`src/rtl/gpio_pkg.sv`:
```
package gpio_pkg;
  typedef enum logic [1:0] {
    SEL_DATA = 2'd0,
    SEL_CFG  = 2'd1,
    SEL_PINS = 2'd2,
    SEL_NONE = 2'd3
  } reg_sel_e;
endpackage

```
`src/rtl/gpio_addr_dec.sv`:
```
module gpio_addr_dec
  import gpio_pkg::*;
#(
  parameter int ADDR_W    = 8,
  parameter int NPORTS    = 2,
  parameter int STRIDE    = 4,
  parameter logic [ADDR_W-1:0] BASE_ADDR = 8'hD0
) (
  input  logic [ADDR_W-1:0]                       addr,
  output logic                                    hit,
  output logic [(NPORTS > 1 ? $clog2(NPORTS) : 1)-1:0] port_idx,
  output reg_sel_e                                sel
);
  localparam int SUB_W = $clog2(STRIDE);
  localparam int IDX_W = (NPORTS > 1) ? $clog2(NPORTS) : 1;
  localparam logic [ADDR_W-1:0] SPAN = ADDR_W'(NPORTS * STRIDE);

  logic [ADDR_W-1:0] off;
  logic [SUB_W-1:0]  sub;

  always_comb begin
    off      = addr - BASE_ADDR;
    hit      = (addr >= BASE_ADDR) && (off < SPAN);
    port_idx = off[SUB_W +: IDX_W];
    sub      = off[SUB_W-1:0];
    if (!hit)
      sel = SEL_NONE;
    else begin
      case (sub)
        SUB_W'(0): sel = SEL_DATA;
        SUB_W'(1): sel = SEL_CFG;
        SUB_W'(2): sel = SEL_PINS;
        default:   sel = SEL_NONE;
      endcase
    end
  end
endmodule

```
`src/rtl/gpio_sync.sv`:
```
module gpio_sync #(
  parameter int W      = 8,
  parameter int STAGES = 2
) (
  input  logic         clk,
  input  logic         rst_n,
  input  logic [W-1:0] d,
  output logic [W-1:0] q
);
  logic [STAGES-1:0][W-1:0] chain;

  genvar s;
  generate
    for (s = 0; s < STAGES; s++) begin : g_stage
      if (s == 0) begin : g_first
        always_ff @(posedge clk or negedge rst_n)
          if (!rst_n) chain[0] <= '0;
          else        chain[0] <= d;
      end else begin : g_next
        always_ff @(posedge clk or negedge rst_n)
          if (!rst_n) chain[s] <= '0;
          else        chain[s] <= chain[s-1];
      end
    end
  endgenerate

  assign q = chain[STAGES-1];
endmodule

```
`src/rtl/gpio_port_regs.sv`:
```
module gpio_port_regs #(
  parameter int         W           = 8,
  parameter logic [W-1:0] IN_ONLY   = '0,
  parameter bit         HALT_EN     = 1'b0,
  parameter int         HALT_BIT    = 7
) (
  input  logic         clk,
  input  logic         rst_n,
  input  logic         wr_data,
  input  logic         wr_cfg,
  input  logic [W-1:0] wdata,
  output logic [W-1:0] data_q,
  output logic [W-1:0] cfg_q,
  output logic [W-1:0] oe,
  output logic [W-1:0] drv,
  output logic [W-1:0] pu,
  output logic         halt_set
);
  always_ff @(posedge clk or negedge rst_n) begin
    if (!rst_n) begin
      data_q <= '0;
      cfg_q  <= '0;
    end else begin
      if (wr_data) data_q <= wdata;
      if (wr_cfg)  cfg_q  <= wdata & ~IN_ONLY;
    end
  end

  always_comb begin
    oe  = cfg_q;
    drv = data_q;
    pu  = ~cfg_q & data_q;
  end

  generate
    if (HALT_EN) begin : g_halt
      assign halt_set = wr_data & wdata[HALT_BIT];
    end else begin : g_nohalt
      assign halt_set = 1'b0;
    end
  endgenerate
endmodule

```
`src/rtl/gpio_bus_ports.sv`:
```
module gpio_bus_ports
  import gpio_pkg::*;
#(
  parameter int         ADDR_W     = 8,
  parameter int         W          = 8,
  parameter logic [7:0] BASE_ADDR  = 8'hD0,
  parameter int         STRIDE     = 4,
  parameter logic [7:0] PB_IN_ONLY = 8'hC0,
  parameter int         HALT_BIT   = 7,
  parameter int         SYNC_STAGES = 2
) (
  input  logic              clk,
  input  logic              rst_n,
  input  logic [ADDR_W-1:0] bus_addr,
  input  logic [W-1:0]      bus_wdata,
  input  logic              bus_wr,
  input  logic              bus_rd,
  output logic [W-1:0]      bus_rdata,
  input  logic [W-1:0]      pa_pin,
  output logic [W-1:0]      pa_oe,
  output logic [W-1:0]      pa_drv,
  output logic [W-1:0]      pa_pu,
  input  logic [W-1:0]      pb_pin,
  output logic [W-1:0]      pb_oe,
  output logic [W-1:0]      pb_drv,
  output logic [W-1:0]      pb_pu,
  output logic              halt_req
);
  localparam int NPORTS = 2;
  localparam int IDX_W  = $clog2(NPORTS);

  logic              hit;
  logic [IDX_W-1:0]  idx;
  reg_sel_e          sel;

  logic [NPORTS-1:0][W-1:0] data_q, cfg_q, oe, drv, pu, pins_s, pins_raw;
  logic [NPORTS-1:0]        halt_set;

  gpio_addr_dec #(
    .ADDR_W(ADDR_W), .NPORTS(NPORTS), .STRIDE(STRIDE),
    .BASE_ADDR(ADDR_W'(BASE_ADDR))
  ) u_dec (
    .addr(bus_addr), .hit(hit), .port_idx(idx), .sel(sel)
  );

  assign pins_raw[0] = pa_pin;
  assign pins_raw[1] = pb_pin;

  gpio_sync #(.W(NPORTS*W), .STAGES(SYNC_STAGES)) u_sync (
    .clk(clk), .rst_n(rst_n), .d(pins_raw), .q(pins_s)
  );

  genvar p;
  generate
    for (p = 0; p < NPORTS; p++) begin : g_port
      localparam logic [W-1:0] MASK = (p == 1) ? W'(PB_IN_ONLY) : '0;
      logic wr_d, wr_c;
      assign wr_d = bus_wr && hit && (idx == IDX_W'(p)) && (sel == SEL_DATA);
      assign wr_c = bus_wr && hit && (idx == IDX_W'(p)) && (sel == SEL_CFG);
      gpio_port_regs #(
        .W(W), .IN_ONLY(MASK), .HALT_EN(p == 1), .HALT_BIT(HALT_BIT)
      ) u_regs (
        .clk(clk), .rst_n(rst_n), .wr_data(wr_d), .wr_cfg(wr_c),
        .wdata(bus_wdata), .data_q(data_q[p]), .cfg_q(cfg_q[p]),
        .oe(oe[p]), .drv(drv[p]), .pu(pu[p]), .halt_set(halt_set[p])
      );
    end
  endgenerate

  always_ff @(posedge clk or negedge rst_n) begin
    if (!rst_n) begin
      bus_rdata <= '0;
      halt_req  <= 1'b0;
    end else begin
      halt_req <= |halt_set;
      if (bus_rd && hit) begin
        case (sel)
          SEL_DATA: bus_rdata <= data_q[idx];
          SEL_CFG:  bus_rdata <= cfg_q[idx];
          SEL_PINS: bus_rdata <= pins_s[idx];
          default:  bus_rdata <= '0;
        endcase
      end else begin
        bus_rdata <= '0;
      end
    end
  end

  assign pa_oe  = oe[0];
  assign pa_drv = drv[0];
  assign pa_pu  = pu[0];
  assign pb_oe  = oe[1];
  assign pb_drv = drv[1];
  assign pb_pu  = pu[1];
endmodule

```
`config.mk`:
```
export PLATFORM = sky130hd
export DESIGN_NAME = gpio_bus_ports
export DESIGN_NICKNAME = d
export VERILOG_FILES = /design/src/rtl/gpio_pkg.sv /design/src/rtl/gpio_addr_dec.sv /design/src/rtl/gpio_sync.sv /design/src/rtl/gpio_port_regs.sv /design/src/rtl/gpio_bus_ports.sv
export SDC_FILE = /design/constraint.sdc
export NUM_CORES = 1
export LEC_CHECK = 0
export ABC_AREA = 1
export BUFFER_PORTS_ARGS = -buffer_cell sky130_fd_sc_hd__buf_2
export CAP_MARGIN = 20
export CORE_MARGIN = 1
export CORE_UTILIZATION = 51
export DETAILED_ROUTE_END_ITERATION = 10
export HOLD_SLACK_MARGIN = 0.12
export PLACE_DENSITY = 0.79
export SKIP_LAST_GASP = 1
export SLEW_MARGIN = 10
export SYNTH_ARGS = -nofsm -noshare
export SYNTH_HDL_FRONTEND = slang
export SYNTH_SLANG_ARGS = --single-unit
export TNS_END_PERCENT = 50
```
`constraint.sdc`:
```
create_clock -name clk -period 1.29 [get_ports clk]
set_clock_uncertainty 0.05 [all_clocks]
set_input_delay 0.258 -clock clk [delete_from_list [all_inputs] [get_ports clk]]
set_output_delay 0.258 -clock clk [all_outputs]
set_load 0.01 [all_outputs]
```
[Yosys cells after proc, flatten, opt, wreduce, memory -nomap -nowiden]
Index checks and enable logic that the tools add are counted.
Word-level totals
  register bits: 71
  input port bits: 36
  output and inout bits: 57
Operators by class
  add/sub/neg operators: 1
  $lt $le $gt $ge: 3
  equality and inequality tests: 4
  mux-type cells: 10
  bitwise operators: 6
  reduce and logical (&&, ||, !) cells: 11
Operator list (count)
  2-to-1 mux 8 bit: 7
  case mux 8 bit (3 select lines): 1
  AND 8 bit: 2
  logical AND 1 bit: 9
  >= comparator 8 bit (second input constant): 1
  < comparator 8 x 4 -> 1 bit (second input constant): 1
  NOT 6 -> 8 bit: 1
  NOT 8 bit: 1
  subtractor 8 bit (second input constant): 1
  case mux 2 bit (3 select lines): 1
  equality test 2 x 1 -> 1 bit (second input constant): 2
  equality test 2 bit (second input constant): 2
  zero test 2 bit: 2
  < comparator 1 x 2 -> 1 bit (second input constant): 1
  2-to-1 mux 2 bit: 1
  AND 1 bit: 1
  NOT 1 bit: 1

[Depth between registers and ports, before layout]
Gate-level depths: netlist of run 1.
  word-level depth: 7
  mapped depth: 9
  depth with buffers taken out: 8

[Hierarchy]
From an unflattened synthesis of run 1, not the netlist that was laid out.
Second synthesis, totals
  cells, all modules: 422
  area total of the unflattened synthesis: 3435.8 um^2
Modules (own cells, without submodules)
  gpio_bus_ports: instances 1, cells each 167, area each 925.9 um^2, sequential area each 225.2 um^2
  gpio_sync: instances 1, cells each 48, area each 920.9 um^2, sequential area each 800.8 um^2
  gpio_port_regs at g_port[0].u_regs: instances 1, cells each 102, area each 802.0 um^2, sequential area each 400.4 um^2
  gpio_port_regs at g_port[1].u_regs: instances 1, cells each 93, area each 729.4 um^2, sequential area each 350.3 um^2
  gpio_addr_dec: instances 1, cells each 12, area each 57.6 um^2, sequential area each 0.0 um^2

[Worst setup path after synthesis of run 1]
Ideal clock, no wire load.
  path kind: input -> register
  start: in bus_addr[5]
  end: reg g_port[0].u_regs.cfg_q[5]
  arrival time: 1125 ps
  required time: 1118 ps
  setup slack: -8 ps
  stages on the path: 9
  cells stage by stage: inv_1 nand3_4 nor2_8 nand2_4 nor2_4 nand2_4 buf_6 nand2_1 o21ai_2
Between the ends
  word-level cells in the longest chain between the ends: 6
Ends and longest elaborated chain
  from (decl): RTL line gpio_bus_ports.sv:14  | input logic [ADDR_W-1:0] bus_addr,
  subtractor 8 bit: RTL line gpio_addr_dec.sv:22  | off = addr - BASE_ADDR;
  < comparator 8 x 4 -> 1 bit: RTL line gpio_addr_dec.sv:23  | hit = (addr >= BASE_ADDR) && (off < SPAN);
  logical AND 1 bit (*): RTL line gpio_addr_dec.sv:23
  2-to-1 mux 2 bit / logical AND 1 bit (equally long branches): RTL line gpio_addr_dec.sv:26, gpio_bus_ports.sv:59
  equality test 2 x 1 -> 1 bit / logical AND 1 bit (equally long branches): RTL line gpio_bus_ports.sv:59  | assign wr_c = bus_wr && hit && (idx == IDX_W'(p)) && (sel == SEL_CFG);
  logical AND 1 bit (*): RTL line gpio_bus_ports.sv:59
  to (signal assigned): RTL line gpio_port_regs.sv:25  | if (wr_cfg) cfg_q <= wdata & ~IN_ONLY;
  to (decl): RTL line gpio_port_regs.sv:13  | output logic [W-1:0] cfg_q,
Every way passes the cells marked *; elsewhere a longest branch is shown, timed or not.
A chain may end at the register's enable or synchronous reset.

[Final worst setup path of run 1]
  start: reg g_port[0].u_regs.data_q[7]
  end: out pa_drv[7]
RTL lines
  from (decl): RTL line gpio_port_regs.sv:12  | output logic [W-1:0] data_q,
  from (signal assigned): RTL line gpio_port_regs.sv:24  | if (wr_data) data_q <= wdata;
  to (decl): RTL line gpio_bus_ports.sv:21  | output logic [W-1:0] pa_drv,
No word-level cell between the ends.

==> results of run 1 <==
==> Yosys cell counts, drive strengths merged <==
| master | n |
|---|---|
| buf | 16 |
| o21ai | 32 |
| nand3 | 17 |
| nand4 | 16 |
| clkinv | 1 |
| nor3b | 1 |
| nor2 | 23 |
| conb | 1 |
| dfrtp | 71 |
| inv | 36 |
| nand2 | 107 |
| clkbuf | 1 |
==> flip-flops by register name, indices dropped and copies added (netlist names) <==
| signal | cells |
|---|---|
| bus_rdata | 8 |
| g_port.u_regs.cfg_q | 14 |
| g_port.u_regs.data_q | 16 |
| halt_req | 1 |
| u_sync.chain | 16 |
| u_sync.q | 16 |
==> timing repair <==
action | in CTS | in global routing
hold buffers | 17 | 0
pin swaps | 3 | 2
buffers inserted | 13 | 7
endpoints found under the hold margin | 87 | 0
gates resized for setup | 0 | 5
endpoints found under the setup margin | 14 | 18
==> critical path: stages (launching register included) <==
cell and delay, ns:
dfrtp_1 0.42, buf_4 0.14, buf_2 0.13
==> metal layers <==
layer	track usage (%)	vias up	wire, µm
met4	8.93	0	135
met1	29.8	1201	2850
met2	38.8	96	3390
met3	5.80	13	412
li1	-	1281	-
met5	0	-	0
==> kinds of logic (layout without fill, tap and decap cells) <==
group / Yosys count / count (layout) / share of synthesized area (%)
DFF: 71 / 71 / 56.9
buffers and inverters: 54 / 195 / 8.41
other: 1 / 2 / 0.120
and+or+nand+nor: 164 / 164 / 25.8
AOI/OAI and AO/OA: 32 / 32 / 8.73
==> area by class of cell <==
| class | count | area (µm²) |
|---|---|---|
| fill | 429 | 1710 |
| clock inverter | 7 | 63.8 |
| clock buffer | 9 | 124 |
| timing repair buffer | 142 | 896 |
| tap | 75 | 93.8 |
| sequential | 71 | 1780 |
| inverter | 37 | 151 |
| multi-input combinational | 198 | 1110 |
==> report_power, final <==
group	total [mW]	switching, mW	internal [mW]	leakage (nW)
Sequential	2.29	0.0151	2.28	0.918
Clock	1.65	0.909	0.739	0.0903
Combinational	0.310	0.181	0.129	1.42
Total	4.25	1.10	3.14	2.43
==> cells in the final DEF, fill, tap and decap left out, types with 3 or more instances in the layout <==
cell type	count
nand2_1	93
buf_2	90
dfrtp_1	71
buf_4	34
inv_1	32
o21ai_2	30
dlygate4sd3_1	17
nand4_1	16
nand3_1	16
nor2_1	15
nand2_2	9
clkbuf_8	9
nand2_4	5
inv_2	3
nor2_2	3
nor2_8	3
==> stage by stage <==
| step | instances | area (µm²) | TNS [ns] | hold slack [ns] | total power [mW] |
|---|---|---|---|---|---|
| after floorplan | 323 | 3160 | -0.00440 | -0.0876 | 2.45 |
| after global placement | 486 | 3700 | -5.13 | 0.253 | 2.60 |
| after detailed placement | 486 | 3700 | -6.29 | 0.253 | 2.60 |
| after CTS | 532 | 4160 | -0.627 | 0.165 | 4.28 |
| after global routing | 539 | 4220 | -1.46 | 0.190 | 4.42 |
| final | 539 | 4220 | -0.448 | 0.170 | 4.25 |
==> path summary, 6_finish.rpt <==
check | start | to | cells past startpoint | slack (ns)
max in group asynchronous | rst_n | bus_rdata[2]$_DFF_PN0_ | 3 | 0.49
worst min-delay path | bus_wdata[7] | halt_req$_DFF_PN0_ | 3 | 0.17
worst max register to register | g_port[1].u_regs.cfg_q[5]$_DFFE_PN0P_ | bus_rdata[5]$_DFF_PN0_ | 8 | 0.08
min in group asynchronous | rst_n | g_port[1].u_regs.data_q[4]$_DFFE_PN0P_ | 3 | 0.40
worst max-delay path | g_port[0].u_regs.data_q[7]$_DFFE_PN0P_ | pa_drv[7] | 2 | -0.05
worst min register to register | u_sync.chain[8]$_DFF_PN0_ | u_sync.q[8]$_DFF_PN0_ | 0 | 0.30
==> impl_metrics.toml, run 1 <==
[status]
status = "complete, but fails checks"
violations = "negative setup slack"

[logic_synthesis]
synth_top_area_share_pct = 56.9
syn_area_per_cell_um2 = 9.70
synth_seq_area_share_pct = 56.9
ys_types = 21
synth_top_cell_by_area = "dfrtp_1"
yosysWarnings = 0
synth_area_um2 = 3120
yosys_register_bits = 71
yosys-top-cells-area = "dfrtp_1 57%, nand2_1 12%, o21ai_2 8.4%, inv_1 4.2%, nand4_1 3.2%"
synthCells = 322

[clocking]
worst_skew_pair.late_latency_ns = 0.35
clock-root-buffer = "clkbuf_8"
clockBufferDepth = 2
htree_levels = 3
cts.sinks = 71
path_clk_slew_ns = 0.09
cts_tree = "built"
cts_made_buffers = 9

[cells_and_area]
fin_util_pct = 71.2
drive_above_1_share_pct = 42.9
area_delta_synth_final_pct = 35.0
n_antenna_cell = 0
nNetsFinal = 495

[place]
port_buffers = 90
dp_hpwl_um = 4580
place_ws_ns = -0.270
routabilityCongestion = 0.826

[sta]
max_freq_mhz = 747
setup-violations-final = 17
min_period_ns = 1.34
period_share_pct = 104
setup_ws_ns = -0.0493
finalMaxSlewViolations = 0
rsz0062_at_grt = "true"
timing.final.hold_violations = 0

[drt]
routedWlPerCell_um = 12.6
post-route-drc-count = 0
routed_via_density = 4.81
drt_wl_total_um = 6790
ant_nets = 0
vias = 2591
first_pass_iters = 4
drt_iter0_markers = 172

[worst_setup_path]
worst_setup_path_start_kind = "flip-flop"
arrival_ns = 1.03
critPathCaptureType = "output pin"
worstSetupPathType = "flip-flop to output pin"
cp.required_ns = 0.98
cp_max_fo = 3

[floorplan]
start_util_pct = 52.7
rows = 28
die_x_um = 80.3
dieArea_um2 = 6440
io_pins = 93
die_h_um = 80.3
core_um2 = 5920

[global_routing]
grt_max_degree = 72
grt_usage_pct = 23.5
grt_pass1_wl_um = 11100
grt_pass1_vias = 2355
overflow = 0
antenna_found_initial = 0

[power_and_ir_drop]
p_per_area_nw_per_um2 = 1010
p_leak_nw = 2.43
peakVddDrop_mv = 0.942

[job]
cap_violations = 0

[worst_hold_path]
min_path_type = "input port to flip-flop"
Note: power is estimated with default switching activity, not from simulation.
==> run 2, diff against run 1 <==
Settings changed: CORE_UTILIZATION 51 to 47, CTS_CLUSTER_SIZE set to 8, PLACE_DENSITY 0.79 to 0.74.
==> run 2 against run 1 <==
  * Clock power up 21%
  * Register-to-register slack about the same
  * Final cell count up 0.56%
  * Flip-flop and latch count unchanged
  * Die area up 8.3%
  * Largest power group unchanged
  * The flow still finishes with violations (negative setup slack)
==> impl_metrics.toml, run 2 (same netlist as run 1, synthesis figures left out) <==
[power_and_ir_drop]
peakVddDrop_mv = 1.47
p_leak_nw = 2.47
p_total_mw = 4.62
p_per_area_nw_per_um2 = 1070

[sta]
setup_ws_ns = -0.0618
timing.final.hold_violations = 0
min_period_ns = 1.35
max_freq_mhz = 740
setup-violations-final = 17
finalMaxSlewViolations = 0
period_share_pct = 105
rsz0062_at_grt = "true"

[place]
dp_cells = 487
dp_hpwl_um = 4720
port_buffers = 90
routabilityCongestion = 0.817
place_ws_ns = -0.270

[global_routing]
overflow = 0
grt_max_degree = 46
grt_pass1_wl_um = 11700
grt_pass1_vias = 2513
grt_usage_pct = 21.8
antenna_found_initial = 0

[cells_and_area]
mostFrequentLayoutCells = "93 x nand2_1, 90 x buf_2, 70 x dfrtp_1"
area_delta_synth_final_pct = 37.7
fillerInstances = 517
stdcell_count = 542
mostFrequentLayoutCell = "nand2_1"
fin_util_pct = 67.4
n_antenna_cell = 0
drive_above_1_share_pct = 43.2
nNetsFinal = 496

[clocking]
cts_tree = "built"
clock-root-buffer = "clkbuf_8"
cts.sinks = 71
worst_skew_pair.late_latency_ns = 0.35
clockBufferDepth = 2
cts_made_buffers = 9
htree_levels = 3
path_clk_slew_ns = 0.08

[drt]
routedWlPerCell_um = 13.1
post-route-drc-count = 0
drt_iter0_markers = 96
routed_via_density = 4.85
ant_nets = 0
vias = 2626
first_pass_iters = 4
drt_wl_total_um = 7120

[worst_setup_path]
critical_path.slowest_cell = "dfrtp_1"
cp_max_fo = 3
crit_family = "flip-flops"
arrival_ns = 1.04
critPathCaptureType = "output pin"
worst_setup_path_start_kind = "flip-flop"
cp.required_ns = 0.98
worstSetupPathType = "flip-flop to output pin"
max_stage_delay_ns = 0.40
path_cells = "inv_1 > nor2_1 > buf_2"
critPathBufInv = 2

[floorplan]
die_x_um = 83.5
start_util_pct = 48.9
core_um2 = 6390
rows = 29
io_pins = 93
dieArea_um2 = 6970
die_h_um = 83.5

[worst_hold_path]
min_path_type = "input port to flip-flop"

[status]
status = "complete, but fails checks"
violations = "negative setup slack"

[job]
cap_violations = 0
[run 2: cell types whose count changed in the layout (fill, tap and decap cells not counted), sizes merged]
cell,before,now
bufinv,0,2
inv,40,38
clkinv,2,4
clkinvlp,2,0
buf,125,126
[run 2: final timing paths]
check	startpoint	endpoint	slack, ns	depth (start not counted)
max	g_port[1].u_regs.data_q[5]$_DFFE_PN0P_	pb_pu[5]	-0.06	3
max reg2reg	g_port[0].u_regs.data_q[2]$_DFFE_PN0P_	bus_rdata[2]$_DFF_PN0_	0.08	8
max in group asynchronous	rst_n	bus_rdata[3]$_DFF_PN0_	0.57	3
min in group asynchronous	rst_n	g_port[0].u_regs.cfg_q[5]$_DFFE_PN0P_	0.38	3
min	bus_wdata[6]	g_port[0].u_regs.data_q[6]$_DFFE_PN0P_	0.18	3
min reg2reg	u_sync.chain[15]$_DFF_PN0_	u_sync.q[15]$_DFF_PN0_	0.30	0
[run 2: report_power, final]
part | leakage [nW] | internal [mW] | switching [mW]
Clock | 0.114 | 1.11 | 0.889
Sequential | 0.916 | 2.28 | 0.0152
Combinational | 1.44 | 0.140 | 0.187
Total | 2.47 | 3.53 | 1.09
[run 2: layer usage]
metal / vias to the layer above / global-route usage [%] / routed length, µm
met3: 12 / 5.64 / 394
met5: - / 0 / 0
met1: 1243 / 27.1 / 2940
met4: 0 / 7.70 / 126
li1: 1282 / - / -
met2: 89 / 36.9 / 3660
[run 2: worst min-delay path, stage by stage]
cell     delay, ns
buf_2         0.07
inv_1         0.08
o21ai_2       0.13
[run 2: layout make-up]
class                   instances  area, µm²  area share, %
repair buffers                143        941           21.9
well taps                      77       96.3           2.24
flip-flops and latches         71       1780           41.3
inverters                      37        151           3.52
clock buffers                   9        124           2.88
multi-input cells             198       1110           25.7
clock inverters                 7        104           2.41
[run 2: through the flow]
stage           TNS, ns  cell area [µm²]  hold WS (ns)
3_5_place_dp      -6.28             3730         0.222
2_1_floorplan  -0.00440             3160       -0.0876
6_report         -0.492             4300         0.177
5_1_grt           -1.34             4300         0.188
3_3_place_gp      -5.35             3730         0.221
4_1_cts          -0.466             4240         0.176
[run 2: repair_timing]
item	in CTS	in global routing
pin swaps	5	3
buffers inserted	14	8
hold endpoints to repair	87	0
endpoints found under the setup margin	14	15
hold buffers	17	0
gates resized for setup	3	3
==> run 3, diff against run 2 <==
Settings changed: CTS_CLUSTER_SIZE 8 to unset, SETUP_SLACK_MARGIN set to 0.2.
==> run 3 against run 2 <==
  * The flow still finishes with violations (negative setup slack)
  * Hold slack got worse by 0.0011 ns
  * Non-clock buffer count up 17
  * Critical path depth did not move
  * Design area rose by 3.4%
  * First-iteration DRC count increased by 52%
  * Combinational power is essentially flat
  * Register-to-register slack worse by 0.02 ns
  * Total power down 8.6%
  * Die area unchanged
  * Largest power group unchanged
==> impl_metrics.toml, run 3 (same netlist as run 1, synthesis figures left out) <==
[worst_hold_path]
min-delay-start = "bus_wdata[7]"
min_path_type = "input port to flip-flop"

[sta]
setup-violations-final = 7
finalMaxSlewViolations = 0
rsz0062_at_grt = "true"
period_share_pct = 104
min_period_ns = 1.34
setup_ws_ns = -0.0503
max_freq_mhz = 746
timing.final.hold_violations = 0

[cells_and_area]
mostFrequentLayoutCells = "89 x nand2_1, 89 x buf_2, 71 x dfrtp_1"
n_antenna_cell = 0
fin_area_um2 = 4450
area_delta_synth_final_pct = 42.4
fin_util_pct = 69.7
drive_above_1_share_pct = 46.0
nNetsFinal = 514

[clocking]
clockBufferDepth = 2
cts_tree = "built"
cts.sinks = 71
cts_made_buffers = 9
worst_skew_pair.late_latency_ns = 0.34
clock-root-buffer = "clkbuf_8"
htree_levels = 3
path_clk_slew_ns = 0.08

[drt]
routed_via_density = 4.76
ant_nets = 0
routedWlPerCell_um = 12.9
vias = 2663
drt_iter0_markers = 146
post-route-drc-count = 0
first_pass_iters = 4
drt_wl_total_um = 7200

[floorplan]
start_util_pct = 48.9
die_h_um = 83.5
die_x_um = 83.5
core_um2 = 6390
io_pins = 93
rows = 29
dieArea_um2 = 6970

[worst_setup_path]
arrival_ns = 1.03
worstSetupPathType = "flip-flop to output pin"
crit_start = "g_port[1].u_regs.data_q[3]$_DFFE_PN0P_"
r2r-start = "g_port[1].u_regs.data_q[0]$_DFFE_PN0P_"
worst_setup_path_start_kind = "flip-flop"
critPathCaptureType = "output pin"
cp_max_fo = 4
cp.required_ns = 0.98

[global_routing]
antenna_found_initial = 0
overflow = 0
grt_usage_pct = 21.6
grt_max_degree = 72
grt_pass1_wl_um = 11600
grt_pass1_vias = 2541

[power_and_ir_drop]
p_per_area_nw_per_um2 = 949
p_leak_nw = 2.56
peakVddDrop_mv = 1.31

[place]
dpl_cell_area_um2 = 3720
port_buffers = 90
routabilityCongestion = 0.766
dp_hpwl_um = 4660

[status]
violations = "negative setup slack"
status = "complete, but fails checks"

[job]
cap_violations = 0
[run 3: where the power goes]
group          internal, mW  total, mW  switching [mW]
registers              2.28       2.29          0.0143
clock network         0.755       1.60           0.848
logic                 0.141      0.329           0.188
[run 3: worst paths after layout]
path	to	slack, ns	cells past startpoint
setup / recovery	pb_pu[3]	-0.05	3
hold / removal	halt_req$_DFF_PN0_	0.18	3
setup reg to reg	bus_rdata[0]$_DFF_PN0_	0.06	8
hold reg to reg	u_sync.q[3]$_DFF_PN0_	0.30	0
max in group asynchronous	u_sync.q[3]$_DFF_PN0_	0.49	3
min in group asynchronous	g_port[0].u_regs.data_q[3]$_DFFE_PN0P_	0.42	3
[run 3: critical path, stage by stage, from the launching register on]
cell and delay, ns:
dfrtp_1 0.42, inv_1 0.06, nor2_1 0.08, buf_2 0.13
[run 3: timing repair]
action | 4_1_cts | 5_1_grt
cloned | 0 | 1
pin swaps | 8 | 11
hold buffers | 17 | 0
setup buffers | 28 | 12
endpoints found under the hold margin | 87 | 0
resized for setup | 1 | 16
endpoints found under the setup margin | 85 | 93
[run 3: stage by stage]
| step | setup TNS, ns | power [mW] | setup slack, ns | std cells | hold slack, ns |
|---|---|---|---|---|---|
| floorplan | -0.00398 | 2.45 | -0.00295 | 323 | -0.0876 |
| global placement | -5.79 | 2.61 | -0.232 | 486 | 0.255 |
| detailed placement | -7.51 | 2.61 | -0.301 | 486 | 0.261 |
| CTS | -0.235 | 4.26 | -0.0593 | 547 | 0.162 |
| global route | -1.12 | 4.44 | -0.121 | 560 | 0.189 |
| finish | -0.136 | 4.22 | -0.0503 | 560 | 0.176 |
[run 3: routing by layer]
layer | routed length (µm) | track usage (%) | share of wire (%)
met5 | 0 | 0 | 0
met4 | 186 | 10.9 | 2.6
met3 | 380 | 5.64 | 5.3
met2 | 3540 | 34.6 | 49
met1 | 3090 | 27.3 | 43
[run 3: area by class of cell]
type	count	area, µm²
multi-input combinational	199	1160
inverter	37	151
clock inverter	6	45.0
clock buffer	10	138
sequential	71	1780
fill	480	1940
timing repair buffer	160	1080
tap	77	96.3
